`src/rtl/core_reset_halt_seq.sv`:
```
module core_reset_halt_seq #(
  parameter int PERIOD = 16
) (
  input  logic clk,
  input  logic rst_n,
  input  logic lrst_req,
  input  logic halt_req,
  input  logic pipe_empty,
  input  logic dbg_resume,
  input  logic dbg_step,
  input  logic rd_done,
  output logic rst_taken,
  output logic dbg_ack,
  output logic fetch_stall,
  output logic redirect,
  output logic redirect_sel,
  output logic rd_req
);

  localparam int CW = (PERIOD > 2) ? $clog2(PERIOD) : 1;
  localparam logic [CW-1:0] LAST = CW'(PERIOD - 1);

  typedef enum logic [2:0] {S_RUN, S_DRAIN, S_HOLD, S_PAUSE, S_STEP} state_t;

  state_t        st, nxt;
  logic [CW-1:0] cnt;
  logic          rd_busy;
  logic          tick;
  logic          redir_n;

  assign tick = lrst_req && ((st == S_DRAIN && pipe_empty) || (st == S_HOLD && cnt == LAST));

  assign redir_n = !lrst_req && ((st == S_HOLD) || (st == S_STEP) || (st == S_RUN && halt_req));

  assign dbg_ack     = (st == S_PAUSE);
  assign fetch_stall = (st != S_RUN) && (st != S_STEP);

  always_comb begin
    nxt = st;
    unique case (st)
      S_RUN:   if (lrst_req) nxt = S_DRAIN;
               else if (halt_req) nxt = S_PAUSE;
      S_DRAIN: if (!lrst_req) nxt = S_RUN;
               else if (pipe_empty) nxt = S_HOLD;
      S_HOLD:  if (!lrst_req) nxt = S_RUN;
      S_PAUSE: if (dbg_resume) nxt = S_RUN;
               else if (dbg_step) nxt = S_STEP;
      S_STEP:  nxt = lrst_req ? S_DRAIN : S_PAUSE;
      default: nxt = S_HOLD;
    endcase
  end

  always_ff @(posedge clk or negedge rst_n) begin
    if (!rst_n) begin
      st           <= S_HOLD;
      cnt          <= '0;
      rst_taken    <= 1'b0;
      rd_req       <= 1'b0;
      rd_busy      <= 1'b0;
      redirect     <= 1'b0;
      redirect_sel <= 1'b0;
    end else begin
      st           <= nxt;
      rst_taken    <= tick;
      rd_req       <= tick && !rd_busy;
      rd_busy      <= rd_req || (rd_busy && !rd_done);
      redirect     <= redir_n;
      redirect_sel <= (st != S_HOLD);
      if (st == S_HOLD && lrst_req)
        cnt <= (cnt == LAST) ? '0 : cnt + 1'b1;
      else
        cnt <= '0;
    end
  end

  assert_taken_single_R3: assert property (@(posedge clk) disable iff (!rst_n)
    rst_taken |=> !rst_taken);

  assert_taken_stalled_R11: assert property (@(posedge clk) disable iff (!rst_n)
    rst_taken |-> (fetch_stall && !dbg_ack));

  assert_drain_wait_R2: assert property (@(posedge clk) disable iff (!rst_n)
    (st == S_DRAIN && !pipe_empty) |=> !rst_taken);

  assert_read_on_tick_R5: assert property (@(posedge clk) disable iff (!rst_n)
    rd_req |-> rst_taken);

  assert_pause_sticky_R7: assert property (@(posedge clk) disable iff (!rst_n)
    (dbg_ack && !dbg_resume && !dbg_step) |=> dbg_ack);

  assert_break_redirect_R9: assert property (@(posedge clk) disable iff (!rst_n)
    (redirect && redirect_sel) |-> dbg_ack);

  assert_reset_redirect_R6: assert property (@(posedge clk) disable iff (!rst_n)
    (redirect && !redirect_sel) |-> !fetch_stall);

endmodule

```
`config.mk`:
```
export PLATFORM = sky130hd
export DESIGN_NAME = core_reset_halt_seq
export DESIGN_NICKNAME = d
export VERILOG_FILES = /design/src/rtl/core_reset_halt_seq.sv
export SDC_FILE = /design/constraint.sdc
export NUM_CORES = 1
export LEC_CHECK = 0
export BUFFER_PORTS_ARGS = -buffer_cell sky130_fd_sc_hd__buf_2
export CAP_MARGIN = 20
export CORE_AREA = 3 3 40 42
export DETAILED_ROUTE_END_ITERATION = 16
export DIE_AREA = 0 0 43 45
export PLACE_DENSITY = 0.71
export SYNTH_ARGS = -nofsm -noshare
export SYNTH_HDL_FRONTEND = slang
export SYNTH_SLANG_ARGS = --single-unit
export TNS_END_PERCENT = 10
```
`constraint.sdc`:
```
create_clock -name clk -period 3.1 [get_ports clk]
set_input_delay 0.465 -clock clk [delete_from_list [all_inputs] [get_ports clk]]
set_output_delay 0.465 -clock clk [all_outputs]
set_load 0.05 [all_outputs]
```
==> results.py <==
metrics = {
    "clocking": {
        "htreeDepth": 1,
        "postCtsSetupBuffers": 0,
        "clk_path_buf_depth": 2,
        "clkSinkCount": 12,
        "clk_pin_slew_ns": 0.07,
        "clk_latency_ns": 0.26,
        "cts_tree": "built",
        "cts_resized": 0,
        "numCtsBuffers": 3,
        "clock-root-buffer": "clkbuf_4",
        "cts.hold.buffers_added": 0,
    },
    "global_route": {
        "grt_pass1_wl_mm": 1.490,
        "antenna_found_initial": 0,
        "grt_overflow_total": 0,
        "grt_max_degree": 13,
        "grtUsageTotal": 0.1086,
        "grt_pass1_vias": 370,
    },
    "power": {
        "p_int_w": 0.0003518,
        "combPwrFrac": 0.389,
        "ir_drop_uv": 419.9,
        "p_clk_frac": 0.207,
        "seqPwrFrac": 0.404,
        "swShare": 0.3944,
        "power_switching_w": 0.0002291,
        "powerDensity_nw_per_um2": 867.8,
        "p_leak_nw": 0.3400,
    },
    "setup_path": {
        "r2r-end": "st[0]$_DFFE_PN0P_",
        "critPathKind": "register to output port",
        "cp.required_ns": 2.63,
        "arrival_ns": 1.30,
        "cp_max_fo": 11,
        "r2r_slack_ns": 1.79,
        "crit_end": "dbg_ack",
        "reg2reg_depth": 3,
        "startpoint_type": "register",
        "worstReg2RegStart": "st[1]$_DFFE_PN1P_",
        "endpoint_kind": "output port",
        "setup.worst_path.start": "st[1]$_DFFE_PN1P_",
    },
    "sta": {
        "relSlewSlack": 0.7386,
        "setup_viol": 0,
        "layout_worst_path_cycle_share": 0.5696,
        "skew_ns": 0.002837,
        "final.setup.worst_slack_ns": 1.334,
        "tightest_slew_ns": 0.3822,
        "clock.fmax_ghz": 0.5663,
        "layout_min_cycle_time_ns": 1.766,
        "hold_violations": 0,
        "slew_viol_final": 0,
        "tns_ns": 0,
        "rsz0062_at_grt": "false",
    },
    "placed_design": {
        "dpl.hpwl_um": 727.3,
        "dp_slack_ns": 1.634,
        "place.gp.congestion": 0.7094,
        "portBuffers": 13,
    },
    "final_layout": {
        "nets": 74,
        "syn_to_final_growth_pct": 20.22,
        "diodes": 0,
        "layout-drive-gt1-share": 0.3594,
        "layout_commonest_cell": "buf_2",
        "layout_common_cells": "buf_2 (13), dfrtp_1 (11), nand2_1 (3), nor2_1 (3), clkbuf_4 (3)",
        "fill_cells": 119,
    },
    "route": {
        "route.vias.total": 407,
        "drt_iter0_drc": 7,
        "drc": 0,
        "totalWireLength_um": 968,
        "vias_per_cell": 5.152,
        "drt-pass1-iter-count": 4,
        "ant_nets": 0,
        "post_drt_wl_per_cell_um": 12.25,
    },
    "logic_synthesis": {
        "synth-seq-area-share": 0.5416,
        "synth_warnings": 0,
        "syn_area_sq_um": 556.8,
        "synth.distinct_cells": 30,
        "synth-seq-cells": 12,
        "syn_area_per_cell_sq_um": 11.60,
        "synth_nets": 57,
        "netlist_instances": 48,
    },
    "status": {
        "status": "completed",
    },
    "die": {
        "io_pins": 14,
        "rows": 13,
        "fp.dieH_um": 45,
        "die_x_um": 43,
        "start_util": 0.4333,
        "fp.coreArea_sq_um": 1285,
        "dieArea_sq_um": 1935,
    },
    "flow_run": {
        "maxCapViolations": 0,
    },
    "min_path": {
        "min_path_type": "input pin to async pin",
    },
}
==> per-layer routing <==
metal	up-vias	global-route usage	routed length, um
met3	4	0.02390	53
met4	0	0.09036	27
met1	185	0.1247	452
li1	203	-	-
met5	-	0	0
met2	15	0.1737	434
==> worst min path at each step <==
| stage | from | to |
|---|---|---|
| floorplan | rst_n | cnt[0]$_DFF_PN0_ |
| global placement | rst_n | cnt[0]$_DFF_PN0_ |
| detailed placement | rst_n | cnt[3]$_DFF_PN0_ |
| CTS | rst_n | cnt[0]$_DFF_PN0_ |
| global route | rst_n | cnt[3]$_DFF_PN0_ |
| finish | rst_n | cnt[0]$_DFF_PN0_ |
==> power groups by stage <==
stage | Combinational, W | Clock, W | Sequential [W]
floorplan | 0.000154 | 0 | 0.000264
global placement | 0.000227 | 0 | 0.000234
detailed placement | 0.000227 | 0 | 0.000238
CTS | 0.000229 | 0.000124 | 0.000234
global route | 0.000241 | 0.000132 | 0.000242
finish | 0.000226 | 0.000120 | 0.000235
==> logic make-up (layout without fill, tap and decap cells) <==
| group | Yosys count | count (layout) | share of synthesized area |
|---|---|---|---|
| flops | 12 | 12 | 0.5416 |
| xor+xnor | 2 | 2 | 0.03147 |
| compound gates | 7 | 7 | 0.1079 |
| simple gates | 24 | 24 | 0.2764 |
| buf+inv | 2 | 18 | 0.02022 |
| fa+ha+maj | 1 | 1 | 0.02247 |
==> synthesized netlist by cell type (all sizes together) <==
library cell,instances,area share
and3b,2,0.031
nand3,2,0.018
xnor2,1,0.016
dfstp,1,0.047
nor3,2,0.018
or3b,1,0.016
buf,1,0.013
or2b,1,0.013
nor2b,2,0.027
o22ai,1,0.011
xor2,1,0.016
and4bb,1,0.022
nand2,3,0.020
a2111oi,1,0.016
nor2,3,0.020
inv,1,0.0067
nand4bb,1,0.020
ha,1,0.022
nand2b,1,0.011
o21ba,1,0.018
dfrtp,11,0.49
and2,2,0.022
nor3b,1,0.013
a21o,1,0.013
a21oi,1,0.016
o31a,1,0.016
o32a,1,0.018
or2,2,0.022
==> through the flow <==
| step | power, W | instance area, sq um | util | hold WS [ns] | std cells |
|---|---|---|---|---|---|
| finish | 0.0005809 | 669.4 | 0.5209 | 0.06128 | 79 |
| global route | 0.0006152 | 669.4 | 0.5209 | 0.06278 | 79 |
| CTS | 0.0005878 | 669.4 | 0.5209 | 0.05997 | 79 |
| detailed placement | 0.0004645 | 633.1 | 0.4927 | 0.3538 | 75 |
| global placement | 0.0004617 | 633.1 | 0.4927 | 0.3501 | 75 |
| floorplan | 0.0004181 | 556.8 | - | 0.1694 | 48 |
==> area by class of cell <==
class,instances,area (sq um),area share
clock buffer,4,36.28,0.05421
inverter,1,3.754,0.005607
multi-input combinational,34,244.0,0.3645
sequential,12,301.5,0.4505
tap,15,18.77,0.02804
timing repair buffer,13,65.06,0.09720
==> flip-flops by register name, indices dropped and copies added (netlist names) <==
signal        count
st                3
cnt               4
redirect          1
rd_req            1
rd_busy           1
redirect_sel      1
rst_taken         1
==> critical path: stages, from the launching register on <==
cell     delay (ns)
dfstp_2        0.62
and2_1         0.16
buf_2          0.26
Note: power is estimated with default switching activity, not from simulation.
